## src/rtl/blt_pkg.sv

```systemverilog
package blt_pkg;
  typedef enum logic {
    OP_FILL = 1'b0,
    OP_WB   = 1'b1
  } blt_op_e;
endpackage

```

## src/rtl/blt_order.sv

```systemverilog
module blt_order #(
  parameter int IDX_W = 2
) (
  input  logic [IDX_W-1:0] start_i,
  input  logic [IDX_W-1:0] beat_i,
  output logic [IDX_W-1:0] idx_o,
  output logic             last_o
);
  // interleaved line order
  assign idx_o  = start_i ^ beat_i;
  assign last_o = &beat_i;
endmodule

```

## src/rtl/blt_qw_sel.sv

```systemverilog
module blt_qw_sel #(
  parameter int DATA_W = 64,
  parameter int BEATS  = 4
) (
  input  logic [BEATS*DATA_W-1:0]   line_i,
  input  logic [$clog2(BEATS)-1:0]  idx_i,
  output logic [DATA_W-1:0]         q_o
);
  logic [DATA_W-1:0] words [BEATS];

  for (genvar g = 0; g < BEATS; g++) begin : g_word
    assign words[g] = line_i[g*DATA_W +: DATA_W];
  end

  assign q_o = words[idx_i];
endmodule

```

## src/rtl/burst_line_ctrl.sv

```systemverilog
module burst_line_ctrl
  import blt_pkg::*;
#(
  parameter int ADDR_W = 32,
  parameter int DATA_W = 64,
  parameter int BEATS  = 4
) (
  input  logic                           clk_i,
  input  logic                           rst_ni,
  input  logic                           req_valid_i,
  output logic                           req_ready_o,
  input  logic                           req_op_i,
  input  logic                           req_cache_i,
  input  logic [ADDR_W-1:0]              req_addr_i,
  input  logic [BEATS*DATA_W-1:0]        req_line_i,
  output logic                           bus_ads_o,
  output logic [ADDR_W-1:0]              bus_addr_o,
  output logic                           bus_wr_o,
  output logic                           bus_cache_o,
  output logic [DATA_W-1:0]              bus_dat_o,
  output logic                           bus_dat_oe_o,
  input  logic [DATA_W-1:0]              bus_dat_i,
  input  logic                           bus_rdy_i,
  input  logic                           bus_ken_i,
  input  logic                           bus_na_i,
  output logic                           rd_valid_o,
  output logic [$clog2(BEATS)-1:0]       rd_qw_o,
  output logic [DATA_W-1:0]              rd_data_o,
  output logic                           done_o,
  output logic                           done_burst_o
);
  localparam int IDX_W  = $clog2(BEATS);
  localparam int OFS_W  = $clog2(DATA_W/8);
  localparam int LINE_W = BEATS*DATA_W;

  // address phase
  logic              ads_q, wr_q, cache_q;
  logic [ADDR_W-1:0] addr_q;
  // strobed cycle waiting for its data phase
  logic              nxt_v, nxt_wr, nxt_int;
  logic [IDX_W-1:0]  nxt_qw;
  logic [LINE_W-1:0] nxt_line;
  // cycle in data phase
  logic              act_q, cur_wr, cur_int, cur_seen, cur_burst, cur_na;
  logic [IDX_W-1:0]  cur_qw, cur_beat;
  logic [LINE_W-1:0] cur_line;
  // results
  logic              rd_valid_q, done_q, done_burst_q;
  logic [IDX_W-1:0]  rd_qw_q;
  logic [DATA_W-1:0] rd_data_q;

  logic             req_wr, req_int, rdy_now, burst_now, at_last, cur_end;
  logic             idle_take, pipe_take, take, promote, na_set;
  logic [IDX_W-1:0] idx;

  assign req_wr  = (req_op_i == OP_WB);
  assign req_int = req_wr | req_cache_i;

  assign rdy_now   = act_q & bus_rdy_i;
  // late decision: intent and cache-enable agree on the first ready
  assign burst_now = cur_seen ? cur_burst : (cur_int & (cur_wr | bus_ken_i));

  blt_order #(.IDX_W(IDX_W)) u_order (
    .start_i (cur_qw),
    .beat_i  (cur_beat),
    .idx_o   (idx),
    .last_o  (at_last)
  );

  blt_qw_sel #(.DATA_W(DATA_W), .BEATS(BEATS)) u_sel (
    .line_i (cur_line),
    .idx_i  (idx),
    .q_o    (bus_dat_o)
  );

  assign cur_end   = rdy_now & (~burst_now | at_last);
  assign na_set    = rdy_now & ~cur_seen & burst_now & bus_na_i;
  assign idle_take = ~act_q & ~ads_q & ~nxt_v;
  assign pipe_take = act_q & cur_na & ~nxt_v & ~ads_q & ~cur_end;
  assign req_ready_o = idle_take | pipe_take;
  assign take      = req_valid_i & req_ready_o;
  assign promote   = nxt_v & (~act_q | cur_end);

  always_ff @(posedge clk_i or negedge rst_ni) begin
    if (!rst_ni) begin
      ads_q   <= 1'b0;
      wr_q    <= 1'b0;
      cache_q <= 1'b0;
      addr_q  <= '0;
    end else begin
      ads_q <= take;
      if (take) begin
        addr_q  <= {req_addr_i[ADDR_W-1:OFS_W], {OFS_W{1'b0}}};
        wr_q    <= req_wr;
        cache_q <= req_int;
      end
    end
  end

  always_ff @(posedge clk_i or negedge rst_ni) begin
    if (!rst_ni) begin
      nxt_v    <= 1'b0;
      nxt_wr   <= 1'b0;
      nxt_int  <= 1'b0;
      nxt_qw   <= '0;
      nxt_line <= '0;
    end else if (take) begin
      nxt_v    <= 1'b1;
      nxt_wr   <= req_wr;
      nxt_int  <= req_int;
      nxt_qw   <= req_addr_i[OFS_W +: IDX_W];
      nxt_line <= req_line_i;
    end else if (promote) begin
      nxt_v <= 1'b0;
    end
  end

  always_ff @(posedge clk_i or negedge rst_ni) begin
    if (!rst_ni) begin
      act_q     <= 1'b0;
      cur_wr    <= 1'b0;
      cur_int   <= 1'b0;
      cur_seen  <= 1'b0;
      cur_burst <= 1'b0;
      cur_na    <= 1'b0;
      cur_qw    <= '0;
      cur_beat  <= '0;
      cur_line  <= '0;
    end else if (promote) begin
      act_q     <= 1'b1;
      cur_wr    <= nxt_wr;
      cur_int   <= nxt_int;
      cur_qw    <= nxt_qw;
      cur_line  <= nxt_line;
      cur_beat  <= '0;
      cur_seen  <= 1'b0;
      cur_burst <= 1'b0;
      cur_na    <= 1'b0;
    end else if (cur_end) begin
      act_q  <= 1'b0;
      cur_na <= 1'b0;
    end else if (rdy_now) begin
      cur_beat  <= cur_beat + 1'b1;
      cur_seen  <= 1'b1;
      cur_burst <= burst_now;
      if (na_set) cur_na <= 1'b1;
    end
  end

  always_ff @(posedge clk_i or negedge rst_ni) begin
    if (!rst_ni) begin
      rd_valid_q   <= 1'b0;
      rd_qw_q      <= '0;
      rd_data_q    <= '0;
      done_q       <= 1'b0;
      done_burst_q <= 1'b0;
    end else begin
      rd_valid_q   <= rdy_now & ~cur_wr;
      done_q       <= cur_end;
      done_burst_q <= cur_end & burst_now;
      if (rdy_now & ~cur_wr) begin
        rd_qw_q   <= idx;
        rd_data_q <= bus_dat_i;
      end
    end
  end

  assign bus_ads_o    = ads_q;
  assign bus_addr_o   = addr_q;
  assign bus_wr_o     = wr_q;
  assign bus_cache_o  = cache_q;
  assign bus_dat_oe_o = act_q & cur_wr;
  assign rd_valid_o   = rd_valid_q;
  assign rd_qw_o      = rd_qw_q;
  assign rd_data_o    = rd_data_q;
  assign done_o       = done_q;
  assign done_burst_o = done_burst_q;

  AST_ADS_SINGLE: assert property (@(posedge clk_i) disable iff (!rst_ni)
    ads_q |=> !ads_q);
  AST_NO_EARLY_RDY: assert property (@(posedge clk_i) disable iff (!rst_ni)
    (ads_q && !act_q) |=> (cur_beat == '0 && !cur_seen));
  AST_BURST_LEN: assert property (@(posedge clk_i) disable iff (!rst_ni)
    done_burst_o |-> ($past(cur_beat) == IDX_W'(BEATS-1)));
  AST_HOLD_NO_RDY: assert property (@(posedge clk_i) disable iff (!rst_ni)
    (act_q && !bus_rdy_i) |=> $stable(bus_dat_o));
  AST_WB_DRIVE: assert property (@(posedge clk_i) disable iff (!rst_ni)
    (ads_q && wr_q && !act_q) |=> bus_dat_oe_o);
  AST_IDLE_GAP: assert property (@(posedge clk_i) disable iff (!rst_ni)
    (cur_end && !nxt_v) |=> !ads_q);
  AST_EARLY_NEEDS_BURST: assert property (@(posedge clk_i) disable iff (!rst_ni)
    (ads_q && act_q) |-> (cur_seen && cur_burst));
endmodule

```

## config.mk

```make
export PLATFORM = sky130hd
export DESIGN_NAME = burst_line_ctrl
export DESIGN_NICKNAME = d
export VERILOG_FILES = /design/src/rtl/blt_pkg.sv /design/src/rtl/blt_order.sv /design/src/rtl/blt_qw_sel.sv /design/src/rtl/burst_line_ctrl.sv
export SDC_FILE = /design/constraint.sdc
export NUM_CORES = 1
export LEC_CHECK = 0
export CORE_MARGIN = 5
export CORE_UTILIZATION = 60
export DETAILED_ROUTE_END_ITERATION = 8
export DONT_BUFFER_PORTS = 1
export GPL_ROUTABILITY_DRIVEN = 1
export GPL_TIMING_DRIVEN = 0
export PLACE_DENSITY = 0.8
export SETUP_SLACK_MARGIN = 0.5
export SLEW_MARGIN = 30
export SYNTH_ARGS = -nofsm -noshare
export SYNTH_HDL_FRONTEND = slang
export SYNTH_SLANG_ARGS = --single-unit
export TNS_END_PERCENT = 50
```

## constraint.sdc

```tcl
create_clock -name clk_i -period 4.74 [get_ports clk_i]
set_input_delay 1.185 -clock clk_i [delete_from_list [all_inputs] [get_ports clk_i]]
set_output_delay 1.185 -clock clk_i [all_outputs]
set_load 0.02 [all_outputs]
```

Yosys cells after proc, flatten, opt, wreduce, memory -nomap -nowiden
Index checks and enable logic that the tools add are counted.
W data, S select, Z words.
Storage, ports and cells
  flip-flop bits (word level): 626
  bits in latches: 0
  bits in writable memories: 0
  memory bits (read-only): 0
  bits of input ports: 360
  output and inout bits: 170
  word-level logic and storage cells: 84
  memories kept: 0
Cells by class
  $add $sub $neg: 1
  $mul: 0
  divide/modulo/power cells: 0
  order comparisons: 1
  equal/unequal tests: 1
  shift-type cells: 0
  muxes and demuxes: 21
  bitwise gates (word level): 31
  reductions and logical operators: 8
Operators with widths (number)
  $bmux W64 S2: 1
  $mux W64: 2
  $and A1 B1 Y1: 17
  $mux W1: 15
  $not A1 Y1: 7
  $mux W2: 3
  $reduce_and A2 Y1: 3
  $reduce_bool A2 Y1: 3
  $reduce_bool A3 Y1: 2
  $or A1 B1 Y1: 5
  $ge A3 B3 Y1 const B: 1
  $not A2 Y3: 1
  $add A2 B1 Y2 const B: 1
  $ne A2 B1 Y1 const B: 1
  $xor A2 B2 Y2: 1

Depth between registers and ports, before layout
  depth in word-level cells: 11
  mapped depth: 7
  depth with buffers taken out: 4

By module
A second synthesis with hierarchy kept.
Unflattened totals
  cells, all modules: 2035
  area, all modules: 25079.1 um^2
By module, submodules not included
  burst_line_ctrl: times used 1, cells each 1954, area an instance 23431.2 um^2, seq. area each 15615.0 um^2
  blt_qw_sel: times used 1, cells each 78, area an instance 1622.8 um^2, seq. area each 0.0 um^2
  blt_order: times used 1, cells each 3, area an instance 25.0 um^2, seq. area each 0.0 um^2

Least setup slack after synthesis
No wires, ideal clock.
  path kind: input to output
  start: in bus_ken_i
  end: out req_ready_o
  arrival time: 2.015 ns
  data required time: 3.555 ns
  slack: 1.540 ns
  stages: 4
  buffers on the path: 0
  cell sequence: o21ai_2 > nor3_1 > nor2_1 > nor2b_1
On the way
  cells in the longest elaborated chain, start to end: 9
Ends and longest elaborated chain
  start, declared: RTL line burst_line_ctrl.sv:24  | input logic bus_ken_i,
  $or A1 B1 Y1: RTL line burst_line_ctrl.sv:61  | assign burst_now = cur_seen ? cur_burst : (cur_int & (cur_wr | bus_ken_i));
  $and A1 B1 Y1: RTL line burst_line_ctrl.sv:61
  $mux W1: RTL line burst_line_ctrl.sv:61
  $not A1 Y1: RTL line burst_line_ctrl.sv:76  | assign cur_end = rdy_now & (~burst_now | at_last);
  $or A1 B1 Y1: RTL line burst_line_ctrl.sv:76
  $and A1 B1 Y1: RTL line burst_line_ctrl.sv:76
  net cur_end: RTL line burst_line_ctrl.sv:52  | logic req_wr, req_int, rdy_now, burst_now, at_last, cur_end;
  $not A1 Y1: RTL line burst_line_ctrl.sv:79  | assign pipe_take = act_q & cur_na & ~nxt_v & ~ads_q & ~cur_end;
  $and A1 B1 Y1: RTL line burst_line_ctrl.sv:79
  $or A1 B1 Y1: RTL line burst_line_ctrl.sv:80  | assign req_ready_o = idle_take | pipe_take;
  end, declared: RTL line burst_line_ctrl.sv:11  | output logic req_ready_o,
The timed path passes the listed nets, and every way through them passes these cells.

Worst setup path in the final report
  start: reg cur_beat[1]
  end: out bus_dat_o[31]
On the way
  cells in the longest elaborated chain, start to end: 5
Ends and longest elaborated chain
  start, declared: RTL line burst_line_ctrl.sv:45  | logic [IDX_W-1:0] cur_qw, cur_beat;
  start signal, assigned: RTL line burst_line_ctrl.sv:143  | cur_beat <= cur_beat + 1'b1;
  $xor A2 B2 Y2: RTL line blt_order.sv:10  | assign idx_o = start_i ^ beat_i;
  $not A2 Y3 (not written as such): RTL line blt_qw_sel.sv:15  | assign q_o = words[idx_i];
  $bmux W64 S2: RTL line blt_qw_sel.sv:15
  $mux W64 (not written as such) (2 in a row): RTL line blt_qw_sel.sv:15
  end, declared: RTL line burst_line_ctrl.sv:20  | output logic [DATA_W-1:0] bus_dat_o,
No other way between the ends. The select of a mux whose other input is x is not followed.

==> summary.txt <==
Outcome
  – Status: complete, but fails checks
  – Failing checks: slew limit

Worst setup path
  – Max incr delay on CP: ~0.64 ns
  – CP delay by family, top: buffers and inverters
  – Crit end category: primary output
  – WP data arrival: slightly below 3 ns
  – Critical path launch point type: flop
  – CP Max Fanout: 10
  – Crit path kind: reg -> out
  – Worst path slowest cell: buf_1
  – CP required: approximately 3.6 ns
  – Crit path cell chain: xor2_1, clkbuf_2, buf_1, mux4_2
  – CP bufs+invs: 2

Synth
  – Synth Register Bits: 624
  – Cell count after synthesis: between 1000 and 1500
  – Area contributors post-synth: dfrtp_1 (63%), mux2_2 (17%), mux2_1 (11%)
  – Synth warnings: 0
  – Top-count cell post-synth: dfrtp_1
  – Seq/Total Area, Yosys: 0.6287
  – Synth Flop Type: dfrtp_1
  – Top cells by count, synth: dfrtp_1 (624), mux2_2 (370), mux2_1 (241)
  – Post-synth EDFFs: 0
  – Post-synth ARST share: 1.000
  – Post-synthesis cell type count: 32
  – Leading area contributor after synthesis: dfrtp_1
  – Mapped cell area: between 0.02 and 0.025 mm²
  – Syn avg cell area: 17.31 µm²
  – Yosys top cell area share: 0.6287

Hold path
  – Hold/Removal Path Class: in -> async

Timing
  – Skew final: a little under 0.02 ns
  – Fin crit period: about 4.1 ns
  – RSZ-0062 raised after global routing: false
  – Slew HR: -0.5496
  – F_max: roughly 240 MHz
  – Hold Vio Cnt, Final: 0
  – Setup_tns: 0 ns
  – Final Cycle Share: 0.8666
  – Slew of the pin with the lowest slew margin: 2.324 ns
  – Hold slack: 0.2854 ns
  – Setup violators final: 0
  – Max-slew violations: 275

Place
  – Routability Congestion: 0.8108
  – Cell Area, Placed: between 0.02 and 0.03 mm²
  – Dpl hpwl: 41960 µm
  – PortBufs: 0

CTS
  – Latest clock arrival within the worst-skew pair: ~0.6 ns
  – Clk root buf: clkbuf_16
  – CTS Buffer Depth: 3
  – Post-CTS setup buffer count: 0
  – CTS tree: done
  – Reg clk slew, reported paths: 0.06 ns
  – CTS Buf Count: 58
  – CTS Sinks: around 620
  – H-tree levels: 2

Layout
  – Final instance area: around 0.027 mm²
  – Final nets: ~1900
  – Storage cell area: ~0.016 mm²
  – Area of the multi-input gates: about 0.0086 mm²
  – Fill count: approximately 2800
  – Final core utilization: 0.6714
  – Synth-to-layout area growth: 10.62%
  – Layout cell share with drive strength beyond 1: 0.3943

Die
  – Rows: 74
  – I/O Pins: 530
  – Die area: about 0.046 mm²
  – Core area: 0.04092 mm²
  – Die Ht: 213.5 µm
  – Die width: ~210 µm
  – Initial Util: 0.6069

Routing
  – DRC violation total after the first TritonRoute iteration: approximately 780
  – Routed wire length: between 50000 and 60000 µm
  – Wirelength per Cell: between 20 and 30 µm
  – ANT nets after route: 0
  – Routed vias/inst: between 6 and 7
  – DRC viols: 0
  – Vias: 12701
  – Detailed Routing Iterations Pass 1: 4

GRT
  – Initial antenna violation count: 30
  – Gr ovfl total: 0
  – GRT Overall Usage: 0.2584
  – Largest net degree at the start of global routing: between 600 and 700
  – Global-route wire length before repair: ~88000 µm
  – Vias in the first global route: approximately 14000

Pwr
  – Internal: 15.21 mW
  – Comb pwr share: 0.370
  – NetSw: 8.414 mW
  – Clock share of power: 0.197
  – Register share of total power: 0.433
  – VDD IR-drop max: between 0.0004 and 0.0005 V
  – PwrDens: ~860 mW/mm²
  – Switch share: 0.3562
  – Leak Pwr: around 12 nW

Flow run
  – # Max-Cap Violations: 0
-- worst reg2reg max path, cell delays in order, from the launching register on --
cell and delay (ns):
dfrtp_1 0.43, o21ai_2 0.21, o21ai_2 0.15, o221ai_2 0.46
buf_2 0.44, buf_2 0.41, mux2_2 0.39
-- power by group through the flow --
stage | registers [mW] | logic, mW | clock network, mW
3_5_place_dp | 10.3 | 8.86 | 0
6_report | 10.2 | 8.74 | 4.65
5_1_grt | 10.5 | 9.37 | 4.94
3_3_place_gp | 10.1 | 8.60 | 0
4_1_cts | 10.2 | 8.92 | 4.73
2_1_floorplan | 9.63 | 7.13 | 0
-- area by class of cell --
type,count,area share
multi-input combinational,724,0.3143
clock inverter,14,0.005647
clock buffer,86,0.06362
tap,532,0.02423
sequential,624,0.5683
antenna,24,0.002186
inverter,5,0.0006831
buffer,84,0.02099
-- routing by layer --
metal,vias to the layer above,global-route usage,part of all wire,wire length (µm)
met4,10,0.08531,0.030,1822
met3,108,0.07096,0.071,4264
li1,5346,-,-,-
met2,430,0.4432,0.52,30960
met5,-,0,0.0011,65
met1,6807,0.3225,0.38,22670
-- placed cells by master (no fill, tap or decap), types with 6 or more instances in the layout --
cell / instances
clkbuf_8: 17
dfrtp_1: 624
mux4_2: 64
diode_2: 24
clkbuf_1: 14
buf_6: 13
buf_2: 28
nor2_1: 6
clkinv_2: 8
mux2_2: 370
buf_4: 34
clkbuf_16: 59
nand2_1: 6
mux2_1: 241
-- through the flow --
stage | power (mW) | setup WS (ns) | cells
after CTS | 23.88 | 0.5623 | 2069
after detailed placement | 19.14 | 0.9132 | 1969
after global routing | 24.83 | 0.5047 | 2085
final | 23.62 | 0.6325 | 2093
after floorplan | 16.76 | 1.540 | 1437
after global placement | 18.73 | 0.9012 | 1969
-- registers in the layout, indices dropped and copies added (netlist names), 2 cells and up --
register    cells
cur_line      256
nxt_line      256
rd_data_o      64
bus_addr_o     28
cur_beat        2
cur_qw          2
rd_qw_o         2
-- logic make-up (layout without fill, tap and decap cells) --
family | Yosys count | count (layout) | share of synthesized area
multiplexers | 676 | 676 | 0.3354
AO/OA/AOI/OAI | 21 | 21 | 0.006700
buffers and inverters | 89 | 189 | 0.02393
other | 1 | 27 | 0.0001510
AND/OR/NAND/NOR | 21 | 21 | 0.003878
adder cells (fa/ha/maj) | 1 | 1 | 0.0005037
flip-flops | 624 | 624 | 0.6287
XOR/XNOR | 2 | 2 | 0.0007054
-- worst paths after layout --
path                               from            end  slack [ns]  cells past startpoint
setup reg to reg                 cur_wr  cur_line[195]        2.15                      6
hold / removal                   rst_ni   nxt_line[14]        0.29                      0
min in group clk_i         nxt_line[15]   nxt_line[15]        0.48                      1
max in group asynchronous        rst_ni   nxt_line[39]        2.61                      0
hold reg to reg            nxt_line[15]   nxt_line[15]        0.48                      1
setup / recovery            cur_beat[1]  bus_dat_o[31]        0.63                      4
-- timing repair --
| action | 4_1_cts | 5_1_grt |
|---|---|---|
| hold buffers | 0 | 0 |
| resized for setup | 1 | 0 |
| setup endpoints to repair | 46 | 0 |
Note: power is estimated with default switching activity, not from simulation.
